## config.mk

```make
export PLATFORM = sky130hd
export DESIGN_NAME = ook_cmd_decoder
export DESIGN_NICKNAME = d
export VERILOG_FILES = /design/src/rtl/ook_pkg.sv /design/src/rtl/ook_line_filter.sv /design/src/rtl/ook_tick_gen.sv /design/src/rtl/ook_width_meter.sv /design/src/rtl/ook_cmd_decoder.sv
export SDC_FILE = /design/constraint.sdc
export NUM_CORES = 1
export LEC_CHECK = 0
export BUFFER_PORTS_ARGS = -buffer_cell sky130_fd_sc_hd__buf_2
export CAP_MARGIN = 25
export CELL_PAD_IN_SITES_DETAIL_PLACEMENT = 2
export CELL_PAD_IN_SITES_GLOBAL_PLACEMENT = 2
export CORE_UTILIZATION = 43
export CTS_CLUSTER_SIZE = 40
export DETAILED_ROUTE_END_ITERATION = 10
export MAX_ROUTING_LAYER = met4
export PLACE_DENSITY_LB_ADDON = 0.1
export SYNTH_ARGS = -nofsm -noshare
export SYNTH_HDL_FRONTEND = slang
export SYNTH_SLANG_ARGS = --single-unit
```

## constraint.sdc

```tcl
create_clock -name clk -period 5.7 [get_ports clk]
set_input_delay 0.57 -clock clk [delete_from_list [all_inputs] [get_ports clk]]
set_output_delay 0.57 -clock clk [all_outputs]
set_load 0.005 [all_outputs]
```

## src/rtl/ook_pkg.sv

```systemverilog
package ook_pkg;

    typedef enum logic [1:0] {
        PK_LONG  = 2'd0,
        PK_SHORT = 2'd1,
        PK_BAD   = 2'd2
    } pulse_kind_t;

    typedef enum logic [2:0] {
        CMD_STOP  = 3'd0,
        CMD_FWD   = 3'd1,
        CMD_BACK  = 3'd2,
        CMD_LEFT  = 3'd3,
        CMD_RIGHT = 3'd4
    } cmd_t;

    typedef enum logic [1:0] {
        ST_IDLE     = 2'd0,
        ST_PREAMBLE = 2'd1,
        ST_COUNT    = 2'd2,
        ST_DONE     = 2'd3
    } dec_state_t;

    localparam int unsigned CNT_STOP  = 4;
    localparam int unsigned CNT_FWD   = 10;
    localparam int unsigned CNT_BACK  = 40;
    localparam int unsigned CNT_LEFT  = 58;
    localparam int unsigned CNT_RIGHT = 64;

endpackage

```

## src/rtl/ook_line_filter.sv

```systemverilog
module ook_line_filter #(
    parameter int unsigned SYNC_LEN = 2,
    parameter int unsigned VOTE_LEN = 3
) (
    input  logic clk,
    input  logic rst_n,
    input  logic din,
    output logic lvl
);
    localparam int unsigned HALF = VOTE_LEN / 2;

    logic [SYNC_LEN-1:0] sync_q;
    logic [VOTE_LEN-1:0] win_q;

    // Synchroniser chain for the asynchronous line
    always_ff @(posedge clk or negedge rst_n) begin
        if (!rst_n) begin
            sync_q <= '0;
        end else begin
            sync_q <= {sync_q[SYNC_LEN-2:0], din};
        end
    end

    // Sliding window of synchronised samples and majority vote
    always_ff @(posedge clk or negedge rst_n) begin
        if (!rst_n) begin
            win_q <= '0;
            lvl   <= 1'b0;
        end else begin
            win_q <= {win_q[VOTE_LEN-2:0], sync_q[SYNC_LEN-1]};
            lvl   <= (32'($countones(win_q)) > HALF);
        end
    end

endmodule

```

## src/rtl/ook_tick_gen.sv

```systemverilog
module ook_tick_gen #(
    parameter int unsigned DIV = 10000
) (
    input  logic clk,
    input  logic rst_n,
    input  logic restart,
    output logic tick
);
    localparam int unsigned DW = (DIV > 1) ? $clog2(DIV) : 1;

    logic [DW-1:0] div_q;

    assign tick = (div_q == DW'(DIV - 1));

    always_ff @(posedge clk or negedge rst_n) begin
        if (!rst_n) begin
            div_q <= '0;
        end else if (restart || tick) begin
            div_q <= '0;
        end else begin
            div_q <= div_q + 1'b1;
        end
    end

endmodule

```

## src/rtl/ook_width_meter.sv

```systemverilog
module ook_width_meter
    import ook_pkg::*;
#(
    parameter int unsigned CNT_W       = 8,
    parameter int unsigned LONG_MIN    = 11,
    parameter int unsigned LONG_MAX    = 19,
    parameter int unsigned SHORT_MIN   = 3,
    parameter int unsigned SHORT_MAX   = 7,
    parameter int unsigned GAP_TIMEOUT = 20
) (
    input  logic        clk,
    input  logic        rst_n,
    input  logic        lvl,
    input  logic        tick,
    output logic        edge_seen,
    output logic        pulse_evt,
    output pulse_kind_t pulse_kind,
    output logic        gap_to
);
    localparam logic [CNT_W-1:0] RUN_MAX = '1;

    logic             lvl_q;
    logic [CNT_W-1:0] run_q;
    pulse_kind_t      kind_now;

    assign edge_seen = lvl ^ lvl_q;

    // Classify the completed high interval
    always_comb begin
        if (32'(run_q) >= LONG_MIN && 32'(run_q) <= LONG_MAX) begin
            kind_now = PK_LONG;
        end else if (32'(run_q) >= SHORT_MIN && 32'(run_q) <= SHORT_MAX) begin
            kind_now = PK_SHORT;
        end else begin
            kind_now = PK_BAD;
        end
    end

    always_ff @(posedge clk or negedge rst_n) begin
        if (!rst_n) begin
            lvl_q      <= 1'b0;
            run_q      <= '0;
            pulse_evt  <= 1'b0;
            pulse_kind <= PK_BAD;
            gap_to     <= 1'b0;
        end else begin
            lvl_q      <= lvl;
            pulse_evt  <= lvl_q & ~lvl;
            pulse_kind <= kind_now;
            gap_to     <= ~lvl & ~edge_seen & tick & (32'(run_q) == GAP_TIMEOUT);
            if (edge_seen) begin
                run_q <= '0;
            end else if (tick && run_q != RUN_MAX) begin
                run_q <= run_q + 1'b1;
            end
        end
    end

endmodule

```

## src/rtl/ook_cmd_decoder.sv

```systemverilog
module ook_cmd_decoder
    import ook_pkg::*;
#(
    parameter int unsigned TICK_DIV    = 10000,
    parameter int unsigned CNT_W       = 8,
    parameter int unsigned LONG_MIN    = 11,
    parameter int unsigned LONG_MAX    = 19,
    parameter int unsigned SHORT_MIN   = 3,
    parameter int unsigned SHORT_MAX   = 7,
    parameter int unsigned GAP_TIMEOUT = 20,
    parameter int unsigned PRE_LEN     = 4,
    parameter int unsigned SHORT_CNT_W = 7
) (
    input  logic       clk,
    input  logic       rst_n,
    input  logic       rf_in,
    output logic       cmd_valid,
    output logic       cmd_err,
    output logic [2:0] cmd_code
);
    localparam int unsigned LONG_W = $clog2(PRE_LEN + 1);
    localparam logic [SHORT_CNT_W-1:0] SHORT_SAT = '1;

    logic        lvl;
    logic        tick;
    logic        edge_seen;
    logic        pulse_evt;
    pulse_kind_t pulse_kind;
    logic        gap_to;

    dec_state_t             state, state_n;
    logic [LONG_W-1:0]      longs, longs_n;
    logic [SHORT_CNT_W-1:0] shorts, shorts_n;
    logic                   hit;
    cmd_t                   hit_code;

    ook_line_filter #(.SYNC_LEN(2), .VOTE_LEN(3)) u_filt (
        .clk   (clk),
        .rst_n (rst_n),
        .din   (rf_in),
        .lvl   (lvl)
    );

    ook_tick_gen #(.DIV(TICK_DIV)) u_tick (
        .clk     (clk),
        .rst_n   (rst_n),
        .restart (edge_seen),
        .tick    (tick)
    );

    ook_width_meter #(
        .CNT_W       (CNT_W),
        .LONG_MIN    (LONG_MIN),
        .LONG_MAX    (LONG_MAX),
        .SHORT_MIN   (SHORT_MIN),
        .SHORT_MAX   (SHORT_MAX),
        .GAP_TIMEOUT (GAP_TIMEOUT)
    ) u_meter (
        .clk        (clk),
        .rst_n      (rst_n),
        .lvl        (lvl),
        .tick       (tick),
        .edge_seen  (edge_seen),
        .pulse_evt  (pulse_evt),
        .pulse_kind (pulse_kind),
        .gap_to     (gap_to)
    );

    // Next-state logic
    always_comb begin
        state_n  = state;
        longs_n  = longs;
        shorts_n = shorts;
        unique case (state)
            ST_IDLE: begin
                if (pulse_evt && pulse_kind == PK_LONG) begin
                    state_n  = ST_PREAMBLE;
                    longs_n  = LONG_W'(1);
                    shorts_n = '0;
                end
            end
            ST_PREAMBLE: begin
                if (pulse_evt) begin
                    if (pulse_kind == PK_LONG) begin
                        if (longs == LONG_W'(PRE_LEN)) begin
                            state_n = ST_IDLE;
                        end else begin
                            longs_n = longs + 1'b1;
                        end
                    end else if (pulse_kind == PK_SHORT && longs == LONG_W'(PRE_LEN)) begin
                        state_n  = ST_COUNT;
                        shorts_n = SHORT_CNT_W'(1);
                    end else begin
                        state_n = ST_IDLE;
                    end
                end else if (gap_to) begin
                    state_n = ST_IDLE;
                end
            end
            ST_COUNT: begin
                if (pulse_evt) begin
                    if (pulse_kind == PK_SHORT) begin
                        if (shorts != SHORT_SAT) begin
                            shorts_n = shorts + 1'b1;
                        end
                    end else begin
                        state_n = ST_IDLE;
                    end
                end else if (gap_to) begin
                    state_n = ST_DONE;
                end
            end
            ST_DONE: begin
                state_n = ST_IDLE;
            end
            default: state_n = ST_IDLE;
        endcase
    end

    // State register
    always_ff @(posedge clk or negedge rst_n) begin
        if (!rst_n) begin
            state  <= ST_IDLE;
            longs  <= '0;
            shorts <= '0;
        end else begin
            state  <= state_n;
            longs  <= longs_n;
            shorts <= shorts_n;
        end
    end

    // Count-to-command lookup
    always_comb begin
        hit      = 1'b1;
        hit_code = CMD_STOP;
        if (32'(shorts) == CNT_STOP) begin
            hit_code = CMD_STOP;
        end else if (32'(shorts) == CNT_FWD) begin
            hit_code = CMD_FWD;
        end else if (32'(shorts) == CNT_BACK) begin
            hit_code = CMD_BACK;
        end else if (32'(shorts) == CNT_LEFT) begin
            hit_code = CMD_LEFT;
        end else if (32'(shorts) == CNT_RIGHT) begin
            hit_code = CMD_RIGHT;
        end else begin
            hit = 1'b0;
        end
    end

    // Outputs
    always_ff @(posedge clk or negedge rst_n) begin
        if (!rst_n) begin
            cmd_valid <= 1'b0;
            cmd_err   <= 1'b0;
            cmd_code  <= CMD_STOP;
        end else begin
            cmd_valid <= (state == ST_DONE) && hit;
            cmd_err   <= (state == ST_DONE) && !hit;
            if (state == ST_DONE && hit) begin
                cmd_code <= hit_code;
            end
        end
    end

endmodule

```

==> results of run 1 <==
-- sequential cells by signal, indices dropped and copies added (netlist names) --
signal and count:
cmd_valid 1, u_meter.run_q 8, u_filt.win_q 3, cmd_err 1
u_meter.pulse_evt 1, cmd_code 3, u_filt.lvl 1, u_filt.sync_q 2
u_meter.pulse_kind 2, longs 3, state 2, u_meter.lvl_q 1
shorts 7, u_tick.div_q 14, u_meter.gap_to 1
-- power by group --
part / total, mW / leakage [nW] / internal [mW] / switching [mW]
clock network: 0.262 / 0.0585 / 0.143 / 0.119
registers: 0.374 / 0.676 / 0.365 / 0.00945
logic: 0.0356 / 0.526 / 0.0112 / 0.0244
-- stage by stage --
stage	util [%]	power, mW	instances	area (um2)
2_1_floorplan	-	0.401	280	2700
3_3_place_gp	46.6	0.417	351	2790
3_5_place_dp	46.6	0.418	351	2790
4_1_cts	48.5	0.687	359	2910
5_1_grt	48.5	0.704	359	2910
6_report	48.5	0.672	359	2910
-- worst min path at each step --
stage	to	slack [ps]
after floorplan	cmd_code[0]$_DFFE_PN0P_	270
after global placement	u_filt.win_q[0]$_DFF_PN0_	330
after detailed placement	u_filt.win_q[0]$_DFF_PN0_	340
after CTS	u_filt.sync_q[0]$_DFF_PN0_	360
after global routing	u_filt.sync_q[0]$_DFF_PN0_	360
final	longs[2]$_DFFE_PN0P_	350
-- synthesized netlist by cell type (2+ instances only) --
cell / instances / share of area, %
nor4_1: 2 / 0.46
a31oi_1: 2 / 0.46
and3_1: 5 / 1.2
a22oi_1: 2 / 0.56
a21oi_1: 15 / 2.8
nand3_1: 13 / 2.4
and2_1: 3 / 0.70
or4_1: 4 / 1.1
nand4_1: 8 / 1.9
or3_1: 2 / 0.46
or2_2: 2 / 0.46
xor2_1: 5 / 1.6
nand2_1: 14 / 1.9
xnor2_1: 8 / 2.6
mux2i_1: 3 / 1.1
inv_1: 22 / 3.1
o21bai_1: 2 / 0.56
nor3_1: 8 / 1.5
buf_2: 2 / 0.37
o21ai_0: 11 / 2.0
dfrtp_1: 49 / 45
o31ai_1: 5 / 1.4
mux2_2: 2 / 0.83
nor2_1: 28 / 3.9
nand4b_1: 2 / 0.65
clkbuf_1: 10 / 1.4
nor2b_1: 2 / 0.46
or4b_1: 2 / 0.74
o41ai_1: 9 / 2.9
nand2b_1: 5 / 1.2
ha_1: 17 / 7.9
and4_1: 2 / 0.65
-- cells by family (layout without fill, tap and decap cells) --
kind of cell | Yosys count | count (layout) | synth area share (%)
simple gates | 107 | 107 | 21.4
fa+ha+maj | 17 | 17 | 7.88
mux | 5 | 5 | 1.95
flops | 50 | 50 | 46.4
xor+xnor | 13 | 13 | 4.22
compound gates | 54 | 54 | 13.4
buf+inv | 34 | 38 | 4.82
-- area by class of cell --
| type | count | share of cell area, % |
|---|---|---|
| Clock buffer | 7 | 2.97 |
| Timing Repair Buffer | 8 | 1.46 |
| Multi-Input combinational cell | 196 | 45.3 |
| Tap cell | 75 | 3.23 |
| Clock inverter | 1 | 1.03 |
| Inverter | 22 | 2.84 |
| Sequential cell | 50 | 43.1 |
-- metal layers --
metal	GRT usage [%]	vias up	wire, um	part of all wire [%]
met4	5.36	0	44	0.68
met2	39.4	13	3310	51
met5	-	-	0	0
li1	-	996	-	-
met3	3.71	4	77	1.2
met1	27.1	1065	3000	47
-- worst max-delay path, stage by stage (launching register included) --
cell	delay [ps]
dfrtp_1	440
inv_1	110
ha_1	330
a221o_1	450
or3_1	490
o41ai_1	340
==> results.yml, run 1 <==
route:
  drt-initial-drc-count: 54
  first_pass_iters: 6
  via_per_inst: 5.79
  avgRoutedWirePerCell_um: 17.9
  antenna_left: 0
  drc: 0
  num_vias: 2078
  drt_wl_total_um: 6440
synth:
  yosysSeqAreaShare_pct: 46.4
  syn_area_um2: 2700
  synth_top_flop_cell: "dfrtp_1"
  yosysUniqueCellTypes: 46
  ys_ff_latch: 50
  ys.warnings.count: 0
  synthArstFlopShare_pct: 100
  syn_nets: 300
  syn-mean-instance-area_um2: 9.64
  synth_cells: 280
  synth-edff-count: 0
clocking:
  numCtsBuffers: 5
  h-tree-depth: 2
  clock_sinks: 50
  cts_resized: 0
  clock_latency_ps: 300
  post_cts_buffers: 0
  hold_buffers: 0
  path_clk_slew_ps: 100
  root_buffer: "clkbuf_8"
  clk_path_buf_depth: 2
  cts_tree: "built"
worst_setup_path:
  cp.required_ps: 5900
  r2r_end: "shorts[5]$_DFFE_PN0P_"
  crit_fanout: 11
  crit_path_start_kind: "flip-flop"
  cp-end-kind: "flip-flop"
  critPathArrivalTime_ps: 2480
  critPathKind: "reg -> reg"
  ff2ff_path_depth: 5
  crit_start: "state[1]$_DFFE_PN0P_"
  endpoint: "shorts[5]$_DFFE_PN0P_"
  rrSetupSlack_ps: 3430
  reg2reg_from: "state[1]$_DFFE_PN0P_"
run:
  maxCapViolations: 0
finish:
  final_common_cell: "dfrtp_1"
  multiInputGateArea_um2: 1320
  diodes: 0
  drive_above_1_share_pct: 8.80
  regArea_um2: 1250
  final_cell_mix: "dfrtp_1, nor2_1, inv_1"
  fillers: 656
  area_growth_pct: 7.60
  final_nets: 303
timing:
  fmax_ghz: 0.440
  hold_viol_final: 0
  fin_tns_setup_ps: 0
  worst_hold_slack_ps: 353
  maxSlewHeadroom_pct: 56.7
  fin_crit_ps: 2270
  fin_ws_ps: 3430
  finalSetupViolations: 0
  tightest_slew_ps: 646
  final.setup_skew_ps: 13.9
  fin_crit_sh_pct: 39.9
  grt_setup_unrepaired: "no"
  drv_slew: 0
grt:
  grt_max_degree: 51
  grt_pass1_wl_um: 11000
  grt_pass1_vias: 2214
  grt_antenna_before_repair: 0
  grt_usage_pct: 22.6
  grt-ovfl-total: 0
place:
  numPortBuffers: 7
  place_congestion: 0.774
  dpl.hpwl_um: 4490
  dp_slack_ps: 3440
floorplanning:
  io_pins: 8
  die_x_um: 81.2
  start_util_pct: 45.1
  num_rows: 28
  fp.dieH_um: 81.2
  core_um2: 5990
  die_area_um2: 6600
hold_path:
  hold_path_class: "in -> async"
power:
  leakage_nw: 1.26
  ir_drop_mv: 0.140
  power_density_nw_per_um2: 231
outcome:
  status: "complete, no violations"
Note: power is estimated with default switching activity, not from simulation.
==> inputs of run 2 (changes only) <==
- CORE_UTILIZATION: 43 -> 36
- clock period: 5.7 -> 1.9 ns (I/O delays scaled with it)
==> results.yml, run 2 (synthesis results as in run 1) <==
outcome:
  status: "finished, violations left"
  violations: "negative setup slack"
hold_path:
  whs_path_depth: 0
  hold_path_end: "u_filt.win_q[0]$_DFF_PN0_"
  hold_path_class: "reg -> reg"
  min_from: "u_filt.sync_q[1]$_DFF_PN0_"
power:
  combPwrFrac_pct: 7.4
  ir_drop_mv: 0.438
  sequentialPowerShare_pct: 54.6
  internal_power_mw: 1.56
  power_frac_clock_pct: 38.0
  power_density_nw_per_um2: 592
  p_sw_uw: 505
  leakage_nw: 1.54
  finalPower_mw: 2.06
  p_sw_share_pct: 24.5
route:
  first_pass_iters: 4
  avgRoutedWirePerCell_um: 18.1
  top_layer: "met4"
  drt-initial-drc-count: 34
  wl_met3_um: 82
  drc: 0
  antenna_left: 0
  via_per_inst: 5.37
  num_vias: 2300
  wl_met1_um: 3390
  drt_wl_total_um: 7740
  dr_wl_met2_um: 4230
grt:
  grt-ovfl-total: 0
  grt_pass1_vias: 2500
  grt_usage_pct: 21.2
  grt_pass1_wl_um: 12300
  grt_max_degree: 51
  grt_antenna_before_repair: 0
worst_setup_path:
  cp-end-kind: "flip-flop"
  r2r_end: "shorts[5]$_DFFE_PN0P_"
  crit_path_start_kind: "flip-flop"
  rrSetupSlack_ps: -0.9
  cp.required_ps: 2090
  crit_fanout: 5
  critPathArrivalTime_ps: 2100
  ff2ff_path_depth: 7
  critPathKind: "reg -> reg"
  reg2reg_from: "longs[1]$_DFFE_PN0P_"
finish:
  area_growth_pct: 28.9
  top_regs: "u_tick.div_q (14), u_meter.run_q (8), shorts (7)"
  final_nets: 348
  layout.cells.non_filler: 428
  fin_util_pct: 48.0
  stdcell_area_um2: 3480
  final_common_cell: "dfrtp_1"
  drive_above_1_share_pct: 28.9
  largest-register: "u_tick.div_q"
  final_cell_mix: "dfrtp_1, buf_4, nor2_1"
  diodes: 0
  largest_reg_flops: 14
place:
  place_congestion: 0.769
  place_area_um2: 3080
  place_inst: 404
  numPortBuffers: 7
  dpl.hpwl_um: 4930
floorplanning:
  io_pins: 8
  die_area_um2: 7850
  fp.dieH_um: 88.6
  start_util_pct: 37.2
  num_rows: 31
  die_x_um: 88.6
  core_um2: 7250
timing:
  tightest_slew_ps: 458
  grt_setup_unrepaired: "yes"
  maxSlewHeadroom_pct: 69.1
  fin_crit_sh_pct: 100
  drv_slew: 0
  finalSetupViolations: 1
  worst_hold_slack_ps: 360
  fin_crit_ps: 1900
  fmax_ghz: 0.526
  fin_ws_ps: -0.859
  hold_viol_final: 0
  final.setup_skew_ps: 13.2
clocking:
  cts_tree: "built"
  path_clk_slew_ps: 110
  numCtsBuffers: 5
  clock_sinks: 50
  clock_latency_ps: 310
  clk_path_buf_depth: 2
  root_buffer: "clkbuf_8"
  h-tree-depth: 2
run:
  maxCapViolations: 0
==> run 2: changes by cell type in the layout (fill, tap and decap cells not counted), sizes merged <==
cell         change
inv              +1
clkinv           +1
dlygate4sd3      +2
buf             +43
clkbuf           -2
==> run 2: worst max path at each step <==
stage                         start                     to  cells past startpoint
3_3_place_gp   longs[0]$_DFFE_PN0P_  shorts[5]$_DFFE_PN0P_                      6
6_report       longs[1]$_DFFE_PN0P_  shorts[5]$_DFFE_PN0P_                      7
3_5_place_dp   longs[0]$_DFFE_PN0P_  shorts[5]$_DFFE_PN0P_                      6
5_1_grt        longs[1]$_DFFE_PN0P_  shorts[4]$_DFFE_PN0P_                      7
4_1_cts        longs[0]$_DFFE_PN0P_  shorts[5]$_DFFE_PN0P_                      7
2_1_floorplan  longs[0]$_DFFE_PN0P_  shorts[4]$_DFFE_PN0P_                      7
==> run 2: what timing repair did <==
action,CTS,global route
endpoints found under the setup margin,13,16
gates resized for setup,11,16
pin swaps,5,3
endpoints found under the hold margin,50,0
setup buffers,7,7
hold buffers,2,0
==> run 2: metrics by stage <==
stage | setup slack [ps] | setup TNS, ps
after floorplan | -39.1 | -78.2
after global placement | -63.0 | -255
after detailed placement | -147 | -817
after CTS | -35.8 | -78.1
after global routing | -77.2 | -412
final | -0.859 | -0.859
==> run 2: worst max-delay path: stages (launching register included) <==
cell and delay (ps):
dfrtp_1 410, inv_2 90, ha_4 140, nand4b_1 110, a221o_1 420, buf_4 190, o41ai_4 330, o41ai_2 110
==> run 2: final cells by class <==
class,count,area [um2]
Fill cell,787,3770
Multi-Input combinational cell,196,1480
Sequential cell,50,1250
Timing Repair Buffer,53,423
Tap cell,99,124
Inverter,22,82.6
Clock buffer,5,68.8
Clock inverter,3,43.8
==> run 2: routing by layer <==
metal | global-route usage (%) | vias up
met2 | 38.7 | 10
li1 | - | 1086
met3 | 3.45 | 5
met5 | - | -
met1 | 24.5 | 1199
met4 | 3.67 | 0
==> run 2: power groups by stage <==
| stage | clock network (mW) | registers (mW) | logic, mW |
|---|---|---|---|
| after floorplan | 0 | 1.14 | 0.0659 |
| final | 0.784 | 1.12 | 0.153 |
| after global routing | 0.856 | 1.13 | 0.172 |
| after detailed placement | 0 | 1.15 | 0.139 |
| after global placement | 0 | 1.14 | 0.132 |
| after CTS | 0.821 | 1.12 | 0.144 |
==> inputs of run 3 (changes only) <==
- SETUP_SLACK_MARGIN: not set -> 0.5
==> results.yml, run 3 (synthesis results as in run 1) <==
clocking:
  cts_tree: "built"
  clock_sinks: 50
  h-tree-depth: 2
  path_clk_slew_ps: 100
  numCtsBuffers: 5
  root_buffer: "clkbuf_8"
  clk_path_buf_depth: 2
  clock_latency_ps: 310
route:
  drt-initial-drc-count: 61
  first_pass_iters: 4
  antenna_left: 0
  num_vias: 2446
  via_per_inst: 5.48
  avgRoutedWirePerCell_um: 22.5
  drt_wl_total_um: 10000
  drc: 0
run:
  maxCapViolations: 0
worst_setup_path:
  cp_top_family: "compound AO/OA/AOI/OAI gates"
  cp-end-kind: "flip-flop"
  critPathArrivalTime_ps: 2140
  slowest_stage: "dfrtp_1"
  cp.required_ps: 2090
  crit_buf_inv: 1
  crit_fanout: 5
  cp_slowest_stage_delay_ps: 420
  critPathKind: "reg -> reg"
  crit_path_start_kind: "flip-flop"
  cp_cell_sequence: "inv_2 > ha_4 > nand4b_1 > a221o_1 > or3_4 > o41ai_2"
timing:
  tightest_slew_ps: 539
  finalSetupViolations: 2
  final.setup_skew_ps: 9.63
  grt_setup_unrepaired: "yes"
  hold_viol_final: 0
  fmax_ghz: 0.514
  fin_crit_ps: 1950
  drv_slew: 0
  fin_ws_ps: -47.3
  maxSlewHeadroom_pct: 64.1
  fin_crit_sh_pct: 102
finish:
  largest-register: "u_tick.div_q"
  top_regs: "u_tick.div_q (14), u_meter.run_q (8), shorts (7)"
  area_growth_pct: 48.9
  layout.cells.non_filler: 446
  stdcell_area_um2: 4020
  largest_reg_flops: 14
  final_cell_mix: "buf_4, dfrtp_1, inv_1"
  final_common_cell: "buf_4"
  diodes: 0
  fin_util_pct: 55.4
  final_nets: 366
  drive_above_1_share_pct: 48.1
place:
  place_area_um2: 3110
  dpl.hpwl_um: 5340
  dp_slack_ps: -107
  place_congestion: 0.786
  numPortBuffers: 7
  place_inst: 406
power:
  ir_drop_mv: 0.427
  power_density_nw_per_um2: 517
  leakage_nw: 1.68
  finalPower_mw: 2.08
grt:
  grt_antenna_before_repair: 0
  grt_use_met2_pct: 45.1
  grtUsageMet3_pct: 2.24
  grt_pass1_vias: 2593
  grt_util_met1_pct: 26.0
  grt_pass1_wl_um: 13400
  grt_max_degree: 30
  grt-ovfl-total: 0
  grt_busiest_layer: "met2"
  grt_usage_pct: 23.5
floorplanning:
  die_area_um2: 7850
  start_util_pct: 37.2
  core_um2: 7250
  io_pins: 8
  fp.dieH_um: 88.6
  num_rows: 31
  die_x_um: 88.6
outcome:
  violations: "negative setup slack"
  status: "finished, violations left"
hold_path:
  hold_path_class: "reg -> reg"
-- run 3: worst paths after layout --
path / startpoint / to / slack, ps / cells after the start
min in group asynchronous: rst_n / cmd_code[2]$_DFFE_PN0P_ / 410 / 2
max: longs[0]$_DFFE_PN0P_ / shorts[4]$_DFFE_PN0P_ / -50 / 6
min reg2reg: u_filt.sync_q[0]$_DFF_PN0_ / u_filt.sync_q[1]$_DFF_PN0_ / 360 / 0
min: u_filt.sync_q[0]$_DFF_PN0_ / u_filt.sync_q[1]$_DFF_PN0_ / 360 / 0
max reg2reg: longs[0]$_DFFE_PN0P_ / shorts[4]$_DFFE_PN0P_ / -50 / 6
max in group asynchronous: rst_n / u_meter.pulse_kind[1]$_DFF_PN1_ / 850 / 3
-- run 3: power by group --
group,total (mW),internal (mW),switching [mW]
Sequential,1.12,1.09,0.0273
Clock,0.699,0.301,0.397
Combinational,0.257,0.112,0.145
Total,2.08,1.51,0.570
-- run 3: per-layer routing --
layer  up-vias  share of wire [%]
met1      1274                 38
met5         -                  0
li1       1127                  -
met4         0                2.1
met2        27                 58
met3        18                1.5
-- run 3: repair_timing --
action / CTS / global route
endpoints found under the setup margin: 40 / 41
gates resized for setup: 58 / 66
cloned: 2 / 1
setup buffers: 14 / 13
hold endpoints to repair: 22 / 0
pin swaps: 10 / 22
hold buffers: 2 / 0
-- run 3: cell type report --
class                           count  area (um2)
Inverter                           22        82.6
Clock buffer                        6        82.6
Sequential cell                    50        1260
Fill cell                         733        3230
Clock inverter                      2        17.5
Timing Repair Buffer               70         611
Tap cell                           99         124
Multi-Input combinational cell    197        1840
-- run 3: per-stage QoR --
stage,hold slack (ps),setup TNS [ps]
floorplan,-106,-78.1
global placement,192,-42.8
detailed placement,196,-361
CTS,360,0
global route,368,-335
finish,360,-50.0
